File: config.mk
export PLATFORM = sky130hd
export DESIGN_NAME = cwb_bus
export DESIGN_NICKNAME = d
export VERILOG_FILES = /design/src/rtl/cwb_pkg.sv /design/src/rtl/cwb_zero_count.sv /design/src/rtl/cwb_encoder.sv /design/src/rtl/cwb_decoder.sv /design/src/rtl/cwb_bus.sv
export SDC_FILE = /design/constraint.sdc
export NUM_CORES = 1
export LEC_CHECK = 0
export ABC_AREA = 1
export ABC_CLOCK_PERIOD_IN_PS = 11300
export BUFFER_PORTS_ARGS = -buffer_cell sky130_fd_sc_hd__buf_2
export CAP_MARGIN = 20
export CORE_MARGIN = 2
export CORE_UTILIZATION = 40
export CTS_CLUSTER_SIZE = 8
export DETAILED_ROUTE_END_ITERATION = 16
export PLACE_DENSITY = 0.66
export SETUP_SLACK_MARGIN = 0.02
export SYNTH_ARGS = -nofsm -noshare
export SYNTH_HDL_FRONTEND = slang
export SYNTH_SLANG_ARGS = --single-unit
File: constraint.sdc
create_clock -name clk -period 11.3 [get_ports clk]
set_clock_uncertainty 0.1 [all_clocks]
set_input_delay 1.695 -clock clk [delete_from_list [all_inputs] [get_ports clk]]
set_output_delay 1.695 -clock clk [all_outputs]
set_load 0.05 [all_outputs]
File: src/rtl/cwb_pkg.sv
// Package: shared types for the constant-weight bus codec.
// Assumes nothing beyond IEEE 1800-2017.
package cwb_pkg;

    // Bus phase seen on the lines: all high, or carrying a coded word.
    typedef enum logic {
        PH_PRECHARGE = 1'b0,
        PH_EVALUATE  = 1'b1
    } bus_phase_e;

    // Width of a counter able to hold the values 0..n.
    function automatic int count_width(input int n);
        return (n < 1) ? 1 : $clog2(n + 1);
    endfunction

endpackage

File: src/rtl/cwb_zero_count.sv
// Module: cwb_zero_count
// Counts the zero bits of a vector, combinationally.
// Assumes CNT_W is wide enough to hold the value W.
module cwb_zero_count #(
    parameter int W     = 8,
    parameter int CNT_W = 4
) (
    input  logic [W-1:0]     vec,
    output logic [CNT_W-1:0] zeros
);

    // Sum the inverted bits of the vector.
    always_comb begin
        zeros = '0;
        for (int i = 0; i < W; i++) begin
            zeros = zeros + CNT_W'(!vec[i]);
        end
    end

endmodule

File: src/rtl/cwb_encoder.sv
// Module: cwb_encoder
// Transmit side: inverts a word with too many zeros, fills the balance lines
// as a thermometer so that payload plus balance hold DATA_W/2 zeros, and
// registers the result. Lines stay at all ones in cycles with no word.
// Assumes DATA_W is even.
module cwb_encoder
    import cwb_pkg::*;
#(
    parameter int DATA_W   = 8,
    parameter bit INV_PAIR = 1'b1,
    localparam int BAL_W   = DATA_W / 2,
    localparam int INV_IDX = DATA_W + BAL_W,
    localparam int LINE_W  = DATA_W + BAL_W + 1 + (INV_PAIR ? 1 : 0)
) (
    input  logic              clk,
    input  logic              rst_n,
    input  logic              tx_valid,
    input  logic [DATA_W-1:0] tx_data,
    output logic [LINE_W-1:0] line_out,
    output logic              line_eval_out
);

    localparam int CNT_W = count_width(DATA_W);
    localparam logic [CNT_W-1:0] HALF = CNT_W'(BAL_W);
    localparam logic [CNT_W-1:0] FULL = CNT_W'(DATA_W);

    logic [CNT_W-1:0]  data_zeros;
    logic [CNT_W-1:0]  pay_zeros;
    logic [CNT_W-1:0]  bal_need;
    logic              do_invert;
    logic [DATA_W-1:0] payload;
    logic [BAL_W-1:0]  balance;
    logic [LINE_W-1:0] line_nxt;
    logic [LINE_W-1:0] line_q;
    bus_phase_e        phase_q;

    cwb_zero_count #(.W(DATA_W), .CNT_W(CNT_W)) u_zc (
        .vec   (tx_data),
        .zeros (data_zeros)
    );

    // Decide inversion and derive the payload zero count without a second counter.
    always_comb begin
        do_invert = (data_zeros > HALF);
        payload   = do_invert ? ~tx_data : tx_data;
        pay_zeros = do_invert ? (FULL - data_zeros) : data_zeros;
        bal_need  = HALF - pay_zeros;
    end

    // Thermometer fill: balance line i goes low when i is below the shortfall.
    for (genvar i = 0; i < BAL_W; i++) begin : g_bal
        localparam logic [CNT_W-1:0] IDX = CNT_W'(i);
        assign balance[i] = !(IDX < bal_need);
    end

    // Assemble the line word; the optional companion flag line sits on top.
    if (INV_PAIR) begin : g_pair
        assign line_nxt = {~do_invert, do_invert, balance, payload};
    end else begin : g_single
        assign line_nxt = {do_invert, balance, payload};
    end

    // Register one evaluation cycle per word, precharge otherwise.
    always_ff @(posedge clk) begin
        if (!rst_n) begin
            line_q  <= '1;
            phase_q <= PH_PRECHARGE;
        end else if (tx_valid) begin
            line_q  <= line_nxt;
            phase_q <= PH_EVALUATE;
        end else begin
            line_q  <= '1;
            phase_q <= PH_PRECHARGE;
        end
    end

    assign line_out      = line_q;
    assign line_eval_out = (phase_q == PH_EVALUATE);


    precharge_high_chk: assert property (@(posedge clk) disable iff (!rst_n)
        !line_eval_out |-> (&line_out));


    eval_follows_valid_chk: assert property (@(posedge clk) disable iff (!rst_n)
        tx_valid |=> line_eval_out);


    payload_polarity_chk: assert property (@(posedge clk) disable iff (!rst_n)
        tx_valid |=> (line_out[DATA_W-1:0] ==
                      ($past(tx_data) ^ {DATA_W{line_out[INV_IDX]}})));


    payload_zero_bound_chk: assert property (@(posedge clk) disable iff (!rst_n)
        line_eval_out |-> ($countones(~line_out[DATA_W-1:0]) <= BAL_W));


    constant_weight_chk: assert property (@(posedge clk) disable iff (!rst_n)
        line_eval_out |-> ($countones(~line_out[INV_IDX-1:0]) == BAL_W));

    if (INV_PAIR) begin : g_pair_chk

        flag_pair_chk: assert property (@(posedge clk) disable iff (!rst_n)
            line_eval_out |-> (line_out[INV_IDX+1] != line_out[INV_IDX]));
    end

endmodule

File: src/rtl/cwb_decoder.sv
// Module: cwb_decoder
// Receive side: restores the data word from the invert line and flags a word
// whose payload plus balance lines do not hold DATA_W/2 zeros, or whose flag
// pair is not complementary. Output is registered one cycle after evaluation.
// Assumes DATA_W is even.
module cwb_decoder
    import cwb_pkg::*;
#(
    parameter int DATA_W   = 8,
    parameter bit INV_PAIR = 1'b1,
    localparam int BAL_W   = DATA_W / 2,
    localparam int INV_IDX = DATA_W + BAL_W,
    localparam int LINE_W  = DATA_W + BAL_W + 1 + (INV_PAIR ? 1 : 0)
) (
    input  logic              clk,
    input  logic              rst_n,
    input  logic [LINE_W-1:0] line_in,
    input  logic              line_eval_in,
    output logic [DATA_W-1:0] rx_data,
    output logic              rx_valid,
    output logic              rx_err
);

    localparam int CNT_W = count_width(INV_IDX);
    localparam logic [CNT_W-1:0] HALF = CNT_W'(BAL_W);

    logic [CNT_W-1:0]  wt_zeros;
    logic              flag_bad;
    logic              word_bad;
    logic [DATA_W-1:0] data_nxt;
    logic [DATA_W-1:0] data_q;
    logic              valid_q;
    logic              err_q;

    cwb_zero_count #(.W(INV_IDX), .CNT_W(CNT_W)) u_zc (
        .vec   (line_in[INV_IDX-1:0]),
        .zeros (wt_zeros)
    );

    // A flag pair must differ; a single flag line cannot be checked.
    if (INV_PAIR) begin : g_pair
        assign flag_bad = (line_in[INV_IDX+1] == line_in[INV_IDX]);
    end else begin : g_single
        assign flag_bad = 1'b0;
    end

    // Undo the inversion and judge the weight of the word.
    always_comb begin
        data_nxt = line_in[DATA_W-1:0] ^ {DATA_W{line_in[INV_IDX]}};
        word_bad = (wt_zeros != HALF) || flag_bad;
    end

    // Capture a word in each evaluation cycle; drop valid otherwise.
    always_ff @(posedge clk) begin
        if (!rst_n) begin
            data_q  <= '0;
            valid_q <= 1'b0;
            err_q   <= 1'b0;
        end else if (line_eval_in) begin
            data_q  <= data_nxt;
            valid_q <= 1'b1;
            err_q   <= word_bad;
        end else begin
            valid_q <= 1'b0;
            err_q   <= 1'b0;
        end
    end

    assign rx_data  = data_q;
    assign rx_valid = valid_q;
    assign rx_err   = err_q;


    rx_valid_follows_chk: assert property (@(posedge clk) disable iff (!rst_n)
        line_eval_in |=> rx_valid);


    err_needs_valid_chk: assert property (@(posedge clk) disable iff (!rst_n)
        rx_err |-> rx_valid);


    idle_quiet_chk: assert property (@(posedge clk) disable iff (!rst_n)
        !line_eval_in |=> (!rx_valid && !rx_err));

endmodule

File: src/rtl/cwb_bus.sv
// Module: cwb_bus
// Top: constant-weight encoder driving line_out, and decoder reading line_in.
// The two sides share only clock and reset, so the lines can be wired across
// a bus or looped back.
// Assumes DATA_W is even.
module cwb_bus #(
    parameter int DATA_W   = 8,
    parameter bit INV_PAIR = 1'b1,
    localparam int LINE_W  = DATA_W + DATA_W / 2 + 1 + (INV_PAIR ? 1 : 0)
) (
    input  logic              clk,
    input  logic              rst_n,
    input  logic              tx_valid,
    input  logic [DATA_W-1:0] tx_data,
    output logic [LINE_W-1:0] line_out,
    output logic              line_eval_out,
    input  logic [LINE_W-1:0] line_in,
    input  logic              line_eval_in,
    output logic [DATA_W-1:0] rx_data,
    output logic              rx_valid,
    output logic              rx_err
);

    cwb_encoder #(.DATA_W(DATA_W), .INV_PAIR(INV_PAIR)) u_enc (
        .clk           (clk),
        .rst_n         (rst_n),
        .tx_valid      (tx_valid),
        .tx_data       (tx_data),
        .line_out      (line_out),
        .line_eval_out (line_eval_out)
    );

    cwb_decoder #(.DATA_W(DATA_W), .INV_PAIR(INV_PAIR)) u_dec (
        .clk          (clk),
        .rst_n        (rst_n),
        .line_in      (line_in),
        .line_eval_in (line_eval_in),
        .rx_data      (rx_data),
        .rx_valid     (rx_valid),
        .rx_err       (rx_err)
    );


    reset_state_chk: assert property (@(posedge clk)
        !rst_n |=> ((&line_out) && !line_eval_out && !rx_valid && !rx_err));

endmodule

==> impl_metrics.json <==
{
  "port_buffers": 50,
  "initial_core_util": 0.414,
  "coreArea_sq_um": 3660,
  "power_leakage_nw": 1.08,
  "hold_path_class": "register to register",
  "drt-vias-per-instance": 4.29,
  "antenna_found_initial": 0,
  "path_class": "input pin to register",
  "synth_top_cell_by_area": "dfxtp_1",
  "maxCapViolCount": 0,
  "required_ps": 11350,
  "gr-usage-all-layers": 0.139,
  "path_cells": "buf_2 -> fa_1 -> inv_1 -> fa_1 -> fa_1 -> ha_1 -> inv_1 -> fa_1 -> ha_1 -> inv_1 -> nand2_2 -> nand2_4 -> nor2_1 -> a21oi_1 -> ha_1 -> nand4_1 -> nand2_1",
  "drive_gt1_frac": 0.283,
  "clock-root-buffer": "clkbuf_8",
  "final_cell_mix": "inv_1, buf_2, dfxtp_1, nand2_1, nor2_1",
  "multiInputGateArea_sq_um": 812,
  "netlist_area_sq_um": 1510,
  "clockPowerShare": 0.151,
  "cts-resized-gates": 0,
  "syn-instance-count": 181,
  "grt_max_degree": 15,
  "antenna_cells": 0,
  "endpoint_kind": "register",
  "wirelength_um": 2660,
  "vias": 1206,
  "nets": 281,
  "power_switching_w": 0.000148,
  "hold_violations": 0,
  "top_level_ports": 51,
  "setup_violations": 0,
  "worstPathMaxFanout": 4,
  "die-height_um": 65.5,
  "grt.overflow.total": 0,
  "gp_congestion": 0.792,
  "worst_slew_pin_slew_ps": 258,
  "layout.cells.most_common": "inv_1",
  "p_int_w": 0.000184,
  "clk_latency_ps": 260,
  "status": "completed",
  "synth_area_per_cell_sq_um": 8.36,
  "grt_pass1_wl_um": 4660,
  "cp-start-kind": "input pin",
  "synth_area_leaders": "dfxtp_1, fa_1, inv_1, ha_1, nand2_1",
  "critPathTopFamily": "adder cells",
  "detail-route-antenna-nets": 0,
  "firstDrtPassIters": 4,
  "dieArea_sq_um": 4290,
  "tns_ps": 0,
  "cp.buffers_inverters": 4,
  "vdd_drop_max_mv": 0.0795,
  "cts_setup_buffers": 0,
  "finalCriticalPeriod_ps": 5180,
  "yosysWarnings": 0,
  "yosysUniqueCellTypes": 20,
  "seqPwrFrac": 0.312,
  "wire_per_inst_um": 9.47,
  "drcViolationCount": 0,
  "clockBufferDepth": 2,
  "crit_arrival_ps": 5230,
  "slew_headroom": 0.828,
  "crit_top_cell": "fa_1",
  "num_rows": 22,
  "ys_seq_elements": 25,
  "rsz0062_at_grt": "false",
  "synth_top_area_share": 0.331,
  "clk_transition_reported_paths_ps": 80,
  "p_per_area_nw_per_um2": 178,
  "cts_made_buffers": 3,
  "swShare": 0.446,
  "maxSlewViolCount": 0,
  "cts_hold_buffers": 0,
  "cts_tree": "yes",
  "fmax_mhz": 193,
  "hold_ws_ps": 470,
  "fin_crit_sh": 0.458,
  "synth_nets": 228,
  "cts.sinks": 25,
  "n_fill_cell": 371,
  "cpPeakStageDelay_ps": 540,
  "die_w_um": 65.5,
  "ys_seq_area_frac": 0.331,
  "drt_iter0_drc": 24,
  "htreeDepth": 1,
  "p_comb_frac": 0.536,
  "slowest_stage": "fa_1",
  "grt_pass1_vias": 1131,
  "dp_hpwl_um": 2290,
  "ff_latch_area_sq_um": 500,
  "syn2layout_area_growth_pct": 22.9
}
## per-stage QoR
| step | instances | setup WS (ps) | area, sq um | total power, W | util |
|---|---|---|---|---|---|
| final | 281 | 6120 | 1860 | 0.000332 | 0.508 |
| after global routing | 281 | 5910 | 1860 | 0.000364 | 0.508 |
| after CTS | 281 | 6120 | 1860 | 0.000337 | 0.508 |
| after detailed placement | 277 | 5840 | 1810 | 0.000285 | 0.496 |
| after global placement | 277 | 5890 | 1810 | 0.000284 | 0.496 |
| after floorplan | 181 | 6180 | 1510 | 0.000249 | - |
## worst paths after layout
| check | from | end | slack (ps) | depth (start not counted) |
|---|---|---|---|---|
| hold reg to reg | u_dec.rx_data[2] | u_dec.rx_data[2] | 470 | 4 |
| hold / removal | u_dec.rx_data[2] | u_dec.rx_data[2] | 470 | 4 |
| setup / recovery | tx_data[0] | u_enc.line_out[9] | 6120 | 17 |
| setup reg to reg | u_dec.rx_data[0] | u_dec.rx_data[0] | 10530 | 4 |
## tightest hold or removal path, cell delays in order (launching register included)
cell and delay [ps]:
dfxtp_1 310, nor2_1 80, nor2_1 40, o21ai_0 60
inv_1 40
## sequential cells by signal (all words and copies together) (netlist names)
register,flops
u_enc.line_eval_out,1
u_enc.line_out,14
u_dec.rx_err,1
u_dec.rx_data,8
u_dec.rx_valid,1
## cells in the mapped netlist
cell      n
nand4_1   3
xor2_1    9
nor2_8    1
inv_1    51
o21ai_0   8
o22ai_1   1
dfxtp_1  25
ha_1     10
buf_2     2
fa_1     11
a31oi_1   1
nand2_2   1
o21ai_2   8
a211o_1   1
nand2_1  22
xnor2_1   1
nor2_1   18
a21oi_1   2
nand3_1   4
nand2_4   2
## power by group through the flow
stage / Combinational, W / Sequential (W) / Clock [W]
finish: 0.000178 / 0.000104 / 0.0000502
floorplan: 0.0000997 / 0.000149 / 0
global route: 0.000202 / 0.000105 / 0.0000567
CTS: 0.000180 / 0.000104 / 0.0000534
detailed placement: 0.000179 / 0.000106 / 0
global placement: 0.000178 / 0.000106 / 0
## per-layer routing
metal | part of all wire | routed length [um] | track usage
met5 | 0 | 0 | 0
met4 | 0.0041 | 11 | 0.0234
met3 | 0.089 | 238 | 0.0565
met2 | 0.47 | 1240 | 0.241
met1 | 0.44 | 1170 | 0.162
## kinds of logic (layout without fill, tap and decap cells)
kind of cell,Yosys count,in the layout,share of synthesized area
AO/OA/AOI/OAI,21,21,0.0934
XOR/XNOR,10,10,0.0579
adder cells (fa/ha/maj),21,21,0.228
buffers and inverters,53,105,0.133
flip-flops,25,25,0.331
AND/OR/NAND/NOR,51,51,0.157
## layout make-up
type                            instances  share of cell area
Timing Repair Buffer                   50               0.134
Tap cell                               48              0.0323
Multi-Input combinational cell        103               0.436
Clock buffer                            3              0.0222
Inverter                               51               0.103
Clock inverter                          1             0.00269
Sequential cell                        25               0.269
Note: power is estimated with default switching activity, not from simulation.
